==> config.mk <==
export PLATFORM = sky130hd
export DESIGN_NAME = adpcm_nibble_dec
export DESIGN_NICKNAME = d
export VERILOG_FILES = /design/src/rtl/adpcm_dec_pkg.sv /design/src/rtl/adpcm_step_rom.sv /design/src/rtl/adpcm_sample_update.sv /design/src/rtl/adpcm_nibble_dec.sv
export SDC_FILE = /design/constraint.sdc
export NUM_CORES = 1
export LEC_CHECK = 0
export CAP_MARGIN = 0
export CORE_MARGIN = 5
export CORE_UTILIZATION = 58
export CTS_CLUSTER_DIAMETER = 60
export DETAILED_ROUTE_END_ITERATION = 6
export PLACE_DENSITY_LB_ADDON = 0.15
export SYNTH_ARGS = -nofsm -noshare
export SYNTH_HDL_FRONTEND = slang
export SYNTH_HIERARCHICAL = 1
export SYNTH_SLANG_ARGS = --single-unit
==> constraint.sdc <==
create_clock -name clk -period 6.92 [get_ports clk]
set_input_delay 1.73 -clock clk [delete_from_list [all_inputs] [get_ports clk]]
set_output_delay 1.73 -clock clk [all_outputs]
set_load 0.005 [all_outputs]
==> src/rtl/adpcm_dec_pkg.sv <==
package adpcm_dec_pkg;

  typedef enum logic [1:0] {
    ST_IDLE  = 2'd0,
    ST_FETCH = 2'd1,
    ST_CALC  = 2'd2
  } dec_state_e;

  // Step size for table position idx; the last position is pinned to the top value.
  function automatic int step_entry(input int idx, input int last);
    int s;
    s = 7;
    for (int i = 0; i < idx; i++) begin
      int g;
      g = (11 * s + 5) / 10;
      if (g < s + 1) g = s + 1;
      if (g > 32767) g = 32767;
      s = g;
    end
    if (idx == last) s = 32767;
    return s;
  endfunction

  // Index movement chosen by the three magnitude bits of a code.
  function automatic logic signed [4:0] idx_adjust(input logic [2:0] mag);
    case (mag)
      3'd4:    idx_adjust = 5'sd2;
      3'd5:    idx_adjust = 5'sd4;
      3'd6:    idx_adjust = 5'sd6;
      3'd7:    idx_adjust = 5'sd8;
      default: idx_adjust = -5'sd1;
    endcase
  endfunction

endpackage

==> src/rtl/adpcm_step_rom.sv <==
module adpcm_step_rom
  import adpcm_dec_pkg::*;
#(
  parameter int DEPTH  = 89,
  parameter int DATA_W = 16,
  localparam int ADDR_W = $clog2(DEPTH)
) (
  input  logic              clk,
  input  logic [ADDR_W-1:0] addr,
  output logic [DATA_W-1:0] data_q
);

  logic [DATA_W-1:0] rom_w [DEPTH];

  for (genvar g = 0; g < DEPTH; g++) begin : g_entry
    assign rom_w[g] = DATA_W'(step_entry(g, DEPTH - 1));
  end

  // Registered read so the table maps onto a synchronous ROM.
  always_ff @(posedge clk) begin
    data_q <= (int'(addr) < DEPTH) ? rom_w[addr] : '0;
  end

endmodule

==> src/rtl/adpcm_sample_update.sv <==
module adpcm_sample_update
  import adpcm_dec_pkg::*;
#(
  parameter int SAMPLE_W = 16,
  parameter int STEP_W   = 16,
  parameter int IDX_MAX  = 88,
  localparam int IDX_W   = $clog2(IDX_MAX + 1)
) (
  input  logic [3:0]          code,
  input  logic [SAMPLE_W-1:0] prev,
  input  logic [STEP_W-1:0]   step,
  input  logic [IDX_W-1:0]    index,
  output logic [SAMPLE_W-1:0] next_sample,
  output logic [IDX_W-1:0]    next_index
);

  logic [2:0]          mag;
  logic [STEP_W+3:0]   prod;
  logic [STEP_W-1:0]   delta;
  logic [SAMPLE_W:0]   delta_x;
  logic [SAMPLE_W:0]   sum;
  logic signed [4:0]   adj;
  logic [IDX_W+1:0]    idx_sum;

  assign mag     = code[2:0];
  assign prod    = (STEP_W+4)'({mag, 1'b1}) * (STEP_W+4)'(step);
  assign delta   = STEP_W'(prod >> 4);
  assign delta_x = (SAMPLE_W+1)'(delta);
  assign sum     = {1'b0, prev} + delta_x;
  assign adj     = idx_adjust(mag);
  assign idx_sum = {2'b00, index} + {{(IDX_W-3){adj[4]}}, adj};

  always_comb begin
    if (code[3]) begin
      next_sample = (delta_x > {1'b0, prev}) ? '0 : (prev - SAMPLE_W'(delta));
    end else begin
      next_sample = sum[SAMPLE_W] ? '1 : sum[SAMPLE_W-1:0];
    end
  end

  always_comb begin
    if (idx_sum[IDX_W+1]) begin
      next_index = '0;
    end else if (idx_sum[IDX_W:0] > (IDX_W+1)'(IDX_MAX)) begin
      next_index = IDX_W'(IDX_MAX);
    end else begin
      next_index = idx_sum[IDX_W-1:0];
    end
  end

  always_comb begin
    assert_floor_R4: assert (!code[3] || next_sample <= prev);
    assert_cap_R5: assert (code[3] || next_sample >= prev);
    assert_idx_bound_R7: assert (int'(next_index) <= IDX_MAX);
  end

endmodule

==> src/rtl/adpcm_nibble_dec.sv <==
module adpcm_nibble_dec
  import adpcm_dec_pkg::*;
#(
  parameter int SAMPLE_W = 16,
  parameter int STEP_W   = 16,
  parameter int IDX_MAX  = 88,
  localparam int IDX_W   = $clog2(IDX_MAX + 1),
  localparam logic [SAMPLE_W-1:0] MID_SAMPLE = SAMPLE_W'(1) << (SAMPLE_W - 1)
) (
  input  logic                clk,
  input  logic                rst,
  input  logic                start,
  input  logic                req,
  input  logic [7:0]          byte_data,
  input  logic                byte_valid,
  output logic                byte_ready,
  output logic [SAMPLE_W-1:0] sample_data,
  output logic                sample_valid
);

  dec_state_e          state_q;
  logic                phase_hi_q;
  logic [3:0]          hi_code_q;
  logic [3:0]          code_q;
  logic [IDX_W-1:0]    index_q;
  logic [SAMPLE_W-1:0] pred_q;
  logic                valid_q;
  logic [STEP_W-1:0]   step_q;
  logic [SAMPLE_W-1:0] next_sample;
  logic [IDX_W-1:0]    next_index;

  adpcm_step_rom #(
    .DEPTH  (IDX_MAX + 1),
    .DATA_W (STEP_W)
  ) u_rom (
    .clk    (clk),
    .addr   (index_q),
    .data_q (step_q)
  );

  adpcm_sample_update #(
    .SAMPLE_W (SAMPLE_W),
    .STEP_W   (STEP_W),
    .IDX_MAX  (IDX_MAX)
  ) u_update (
    .code        (code_q),
    .prev        (pred_q),
    .step        (step_q),
    .index       (index_q),
    .next_sample (next_sample),
    .next_index  (next_index)
  );

  always_ff @(posedge clk) begin
    if (rst || start) begin
      state_q    <= ST_IDLE;
      phase_hi_q <= 1'b0;
      hi_code_q  <= '0;
      code_q     <= '0;
      index_q    <= '0;
      pred_q     <= MID_SAMPLE;
      valid_q    <= 1'b0;
    end else begin
      valid_q <= 1'b0;
      case (state_q)
        ST_IDLE: begin
          if (req) begin
            if (phase_hi_q) begin
              code_q  <= hi_code_q;
              state_q <= ST_CALC;
            end else begin
              state_q <= ST_FETCH;
            end
          end
        end
        ST_FETCH: begin
          if (byte_valid) begin
            code_q    <= byte_data[3:0];
            hi_code_q <= byte_data[7:4];
            state_q   <= ST_CALC;
          end
        end
        ST_CALC: begin
          pred_q     <= next_sample;
          index_q    <= next_index;
          valid_q    <= 1'b1;
          phase_hi_q <= ~phase_hi_q;
          state_q    <= ST_IDLE;
        end
        default: state_q <= ST_IDLE;
      endcase
    end
  end

  assign byte_ready   = (state_q == ST_FETCH);
  assign sample_data  = pred_q;
  assign sample_valid = valid_q;

  assert_start_clear_R1: assert property (@(posedge clk) disable iff (rst)
    start |=> (index_q == '0 && pred_q == MID_SAMPLE && !sample_valid && !byte_ready));

  assert_hi_no_fetch_R2: assert property (@(posedge clk) disable iff (rst)
    (state_q == ST_IDLE && req && phase_hi_q && !start) |=> !byte_ready);

  assert_index_range_R7: assert property (@(posedge clk) disable iff (rst)
    int'(index_q) <= IDX_MAX);

  assert_take_to_calc_R9: assert property (@(posedge clk) disable iff (rst)
    (byte_valid && byte_ready && !start) |=> (state_q == ST_CALC));

  assert_calc_emits_R9: assert property (@(posedge clk) disable iff (rst)
    (state_q == ST_CALC && !start) |=> sample_valid);

  assert_single_pulse_R10: assert property (@(posedge clk) disable iff (rst)
    sample_valid |=> !sample_valid);

  assert_busy_ignores_req_R11: assert property (@(posedge clk) disable iff (rst)
    (state_q == ST_CALC && req && !start) |=> (state_q == ST_IDLE));

endmodule

Word level (Yosys, flattened, before mapping)
Memories as Yosys holds them, arrays and structs flattened. A register that Yosys moved wholly into a read port is not among the register bits.
Index checks and enable logic that the tools add are counted.
{ "op_classes": {"add_sub_neg": 3, "multipliers": 1, "n_lt_le_gt_ge": 3, "n_eq_ne": 9, "mux": 15, "bitwise_logic": 2, "reduce_logical": 7} }
{ "op_table": {"columns": ["op", "count"], "rows": [
  ["16-bit 2-to-1 mux", 3],
  ["4-bit by 16-bit multiplier with 20-bit output", 1],
  ["5-bit one-hot mux with 4 select lines", 1],
  ["16-bit by 16-bit adder with 17-bit output", 1],
  ["16-bit greater-than comparator", 1],
  ["16-bit subtractor", 1],
  ["7-bit 2-to-1 mux", 2],
  ["3-bit equality test, second input constant", 4],
  ["4-bit 2-to-1 mux", 3],
  ["8-bit by 5-bit adder with 9-bit output", 1],
  ["8-bit by 7-bit greater-than comparator with 1-bit output, second input constant", 1],
  ["7-bit inverter with 8-bit output", 1],
  ["4-bit one-hot mux with 2 select lines", 1],
  ["7-bit less-than comparator, second input constant", 1],
  ["2-bit 2-to-1 mux", 3],
  ["2-bit != test, second input constant", 3],
  ["2-bit one-hot mux with 2 select lines", 1],
  ["2-bit AND reduction", 2],
  ["4-bit AND reduction", 1],
  ["2-bit by 1-bit equality test with 1-bit output, second input constant", 1],
  ["2-bit equality test, second input constant", 1],
  ["2-bit logical NOT", 1],
  ["2-bit nonzero test", 1],
  ["1-bit logical NOT", 1],
  ["3 further kinds", 3]
]} }
{ "totals": {"reg_bits": 35, "romBits": 2048, "in_bits": 13, "word_cells": 48, "memories": 1} }
{ "memory_table": {"columns": ["memory", "depth", "width", "read_ports", "rd_clocked_by_memory_dff", "write_ports", "line", "text"], "rows": [
  ["(no name shown)", 128, 16, 1, 1, 0, "adpcm_step_rom.sv:21", "data_q <= (int'(addr) < DEPTH) ? rom_w[addr] : '0;"]
]} }

Depth between registers and ports, before layout
{ "depth": {"word_depth": 6, "ltp_mapped": 28, "depth_no_buf": 26} }

By module
The synthesis kept the hierarchy.
{ "by_module_without_submodules": {"columns": ["mod", "instances", "cells_each", "area_per_inst_um2", "seq_area_each_um2"], "rows": [
  ["adpcm_sample_update", 1, 546, 3926.3, 0.0],
  ["adpcm_step_rom", 1, 274, 1926.8, 300.3],
  ["adpcm_nibble_dec", 1, 157, 1340.0, 700.7]
]} }

Worst setup path after synthesis
Ideal clock, no wire load.
{ "synth_timing": {"kind": "flip-flop to flip-flop", "from": "register code_q[2]", "to": "register pred_q[3] (netlist: sample_data[3])", "setup_time_ns": 0.070, "arrival_time_ns": 6.093, "setup_slack_ns": 0.757, "stages_incl_launch_ff": 25, "period_less_slack_ns": 6.163, "path_cell_list": "dfxtp_1 -> clkbuf_1 -> and2_1 -> fa_1 -> inv_1 -> fa_1 -> inv_1 -> ha_1 -> and3_1 -> a31oi_1 -> a21boi_4 -> o311a_2 -> o41ai_2 -> mux2_4 -> or4_1 -> ha_1 -> o31ai_1 -> nand3_1 -> o21ai_1 -> clkbuf_1 -> and3_1 -> o21ai_1 -> o311ai_1 -> nand2_1 -> a21oi_1"} }
{ "synth_via": {"elab_chain_len": 4, "word_cells_on_any_way": 7, "cone_classes": "2 x add/sub; 1 x mul; 1 x order compare; 3 x mux"} }
{ "synth_rtl": {"columns": ["element", "line", "text"], "rows": [
  ["start: declaration", "adpcm_nibble_dec.sv:24", "logic [3:0] code_q;"],
  ["start signal: assignment", "adpcm_nibble_dec.sv:69", "code_q <= hi_code_q;"],
  ["start signal: assignment", "adpcm_nibble_dec.sv:78", "code_q <= byte_data[3:0];"],
  ["4-bit by 16-bit multiplier with 20-bit output (*)", "adpcm_sample_update.sv:26", "assign prod = (STEP_W+4)'({mag, 1'b1}) * (STEP_W+4)'(step);"],
  ["16-bit by 16-bit adder with 17-bit output (tied with other cells)", "adpcm_sample_update.sv:29", "assign sum = {1'b0, prev} + delta_x;"],
  ["16-bit 2-to-1 mux (on tied branches)", "adpcm_sample_update.sv:37, adpcm_sample_update.sv:35", null],
  ["16-bit 2-to-1 mux (*)", "adpcm_sample_update.sv:34", "if (code[3]) begin"],
  ["via next_sample[3]", "adpcm_nibble_dec.sv:29", "logic [SAMPLE_W-1:0] next_sample;"],
  ["end signal: assignment", "adpcm_nibble_dec.sv:84", "pred_q <= next_sample;"],
  ["end: declaration", "adpcm_nibble_dec.sv:26", "logic [SAMPLE_W-1:0] pred_q;"]
]} }
Mark *: on every way through the listed nets, which the timed path passes. The rest lies on a longest branch.
A chain may end at the register's enable or synchronous reset.

Final worst setup path
Same ends and word-level chain as after synthesis.

==> flow_summary.yaml <==
sta:
  max_slew.worst_pin.slew_ns: 1.084
  setup_viol_count_final: 0
  max_freq_mhz: 153.7
  finalHoldViolations: 0
  skew_ns: 0.01807
  whs_ns: 0.4969
  tns_ns: 0
  finalCritPeriodShare: 0.9401
  period_minus_slack_ns: 6.505
  rsz0062_at_grt: "false"
  drv_slew: 0
  maxSlewHeadroom: 0.2776
pwr:
  ir_drop_v: 0.0001267
  p_per_area_nw_per_um2: 80.28
  seqPwrFrac: 0.474
  internal_power_uw: 449.4
  switchingPower_uw: 161.6
  comb_power_share: 0.083
  power.leakage_nw: 3.180
  swShare: 0.2645
  pwr-share-clk: 0.443
final_layout:
  area_growth_pct: 5.810
  n_antenna_cell: 0
  nets: 1086
  layout-drive-gt1-share: 0.05052
route:
  vias_per_cell: 6.088
  drtAntennaViolNets: 0
  initialDrtViolationCount: 886
  dr.pass1.iters: 6
  drt_wl_total_um: 18530
  vias: 6928
  wire_per_inst_um: 16.28
  drc: 0
synth:
  yosys-top-cells-area: "dfxtp_1, ha_1, fa_1"
  synthFlopType: "dfxtp_1"
  syn_area_um2: 7193
  synth_edf_count: 0
  seq_area_frac_synth: 0.1392
  yosysTopAreaCell: "dfxtp_1"
  ys_seq_elements: 50
  async_flop_share: 0
  synth_warnings: 6
  synthDistinctLibCells: 84
  netlist.area_leader.share: 0.1392
  syn_avg_cell_area_um2: 7.362
  synthCells: 977
  syn_nets: 1094
grt:
  gr-total-overflow: 0
  antenna_found_initial: 0
  grt_max_degree: 64
  grt_usage: 0.2505
  grt_pass1_vias: 6345
  grt_pass1_wl_um: 30380
cts:
  postCtsHoldBufs: 0
  clkSinkCount: 50
  cts_tree: "yes"
  ctsLongestPathBuffers: 2
  clk_pin_slew_ns: 0.08
  cts_buffers: 5
  insertion_delay_ns: 0.31
  htree_levels: 2
  cts-root-buf: "clkbuf_16"
setup_path:
  reg2reg_depth: 25
  crit_path_max_fanout: 10
  critPathArrivalTime_ns: 6.74
  cp-start-kind: "flop"
  crit_type: "reg2reg"
  critPathRequiredTime_ns: 7.15
  endpoint_kind: "flop"
placement:
  place_congestion: 0.9618
  hpwl_um: 13690
  io_buffers: 30
floorplanning:
  die_h_um: 121.4
  die_x_um: 121.4
  io_pins: 31
  start_util: 0.5964
  rows: 40
  coreArea_um2: 12060
  die-area_um2: 14730
status:
  outcome: "finished, final reports clean"
hold_path:
  hold_class: "reg2reg"
  holdPathStages: 2
run:
  drv_cap: 0
[cell usage after synthesis (3+ instances only)]
cell type,n
a211o_1,5
a211oi_1,13
a21o_1,11
a21oi_1,99
a221oi_1,3
a311oi_1,6
a31oi_1,10
and2_1,33
and2b_1,4
and3_1,8
buf_2,18
buf_4,7
buf_6,12
clkbuf_1,20
clkinv_1,4
dfxtp_1,50
fa_1,30
ha_1,74
inv_1,83
inv_2,3
mux2i_1,8
nand2_1,96
nand2b_1,21
nand3_1,12
nand3b_1,5
nor2_1,87
nor2b_1,16
nor3_1,31
nor3b_1,3
o211ai_1,11
o21a_1,8
o21ai_0,37
o21ai_1,23
o21bai_1,8
o221ai_1,3
o22ai_1,9
o311ai_0,5
o311ai_1,9
o31ai_1,6
or2_1,4
or3_1,4
xnor2_1,13
xor2_1,10
[routing by layer]
metal  track usage  wire length, um
met2        0.3924             8300
met1        0.3444             8296
met5             0                0
met4       0.08193              469
met3       0.05035             1462
[final timing paths]
path	from	endpoint	slack [ns]
worst max-delay path	code_q[2]	sample_data[3]	0.41
worst min-delay path	sample_data[0]	sample_data[0]	0.50
worst max register to register	code_q[2]	sample_data[3]	0.41
worst min register to register	sample_data[0]	sample_data[0]	0.50
[worst max-delay path, cell delays in order, from the launching register on]
cell and delay (ns):
dfxtp_1 0.31, buf_4 0.16, clkinv_1 0.09, nor2_1 0.07, fa_1 0.53, inv_1 0.05, fa_1 0.50, inv_1 0.04
ha_1 0.33, and3_1 0.25, a31oi_2 0.32, a21boi_4 0.10, o311a_2 0.38, o41ai_2 0.40, mux2_4 0.35, or4_1 0.52
ha_1 0.37, o31ai_1 0.38, nand3_1 0.22, o21ai_2 0.27, buf_4 0.22, and3_1 0.16, o21ai_1 0.06, o311ai_1 0.11
nand2_1 0.08, a21oi_1 0.15
[final cells by class]
type,count,area (um^2)
Tap cell,168,210.2
Clock inverter,3,28.78
Clock buffer,5,125.1
Sequential cell,50,1003
Inverter,90,337.8
Fill cell,1094,4451
Timing Repair Buffer,43,397.9
Multi-Input combinational cell,779,5508
[metrics by stage]
step / worst slack, ns / instance area (um^2) / utilization / power, mW / instances
final: 0.4146 / 7611 / 0.6310 / 0.6110 / 1138
after global routing: 0.006259 / 7611 / 0.6310 / 0.6337 / 1138
after CTS: 0.2309 / 7600 / 0.6301 / 0.6184 / 1138
after detailed placement: 0.2311 / 7446 / 0.6173 / 0.3464 / 1130
after global placement: 0.5003 / 7446 / 0.6173 / 0.3462 / 1130
after floorplan: 0.7569 / 7193 / - / 0.3313 / 977
[layout by cell type, fill, tap and decap left out, types with 13 or more instances in the layout]
master / count
o21ai_0: 37
nand2_1: 96
buf_4: 13
ha_1: 74
clkdlybuf4s50_1: 30
and2_1: 33
dfxtp_1: 48
nor2b_1: 16
xnor2_1: 13
nand2b_1: 21
a211oi_1: 13
inv_1: 83
o21ai_1: 22
nor3_1: 31
a21oi_1: 99
fa_1: 30
nor2_1: 87
[cells by family (layout without fill, tap and decap cells)]
kind of cell / count (synthesis) / in the layout / synth area share
muxes: 10 / 10 / 0.01478
xor gates and xnor gates: 23 / 23 / 0.02800
AOI/OAI and AO/OA: 302 / 302 / 0.2778
buffers and inverters: 148 / 141 / 0.09671
DFF: 50 / 50 / 0.1392
other: 1 / 1 / 0.0005213
and+or+nand+nor: 339 / 339 / 0.2308
adders and majority gates: 104 / 104 / 0.2122
[flip-flops by register name, indices dropped and copies added (netlist names)]
signal,cells
state_q,2
u_rom/data_q,15
sample_valid,1
code_q,4
sample_data,16
phase_hi_q,1
hi_code_q,4
index_q,7
[power by group through the flow]
| stage | sequential [mW] | clock (mW) | combinational (mW) |
|---|---|---|---|
| floorplan | 0.296 | 0 | 0.0350 |
| global placement | 0.297 | 0 | 0.0496 |
| detailed placement | 0.297 | 0 | 0.0498 |
| CTS | 0.290 | 0.279 | 0.0499 |
| global route | 0.290 | 0.288 | 0.0559 |
| finish | 0.290 | 0.271 | 0.0505 |
[repair_timing]
item,4_1_cts,5_1_grt
setup endpoints to repair,0,13
resized for setup,0,3
setup buffers,0,0
Note: power is estimated with default switching activity, not from simulation.
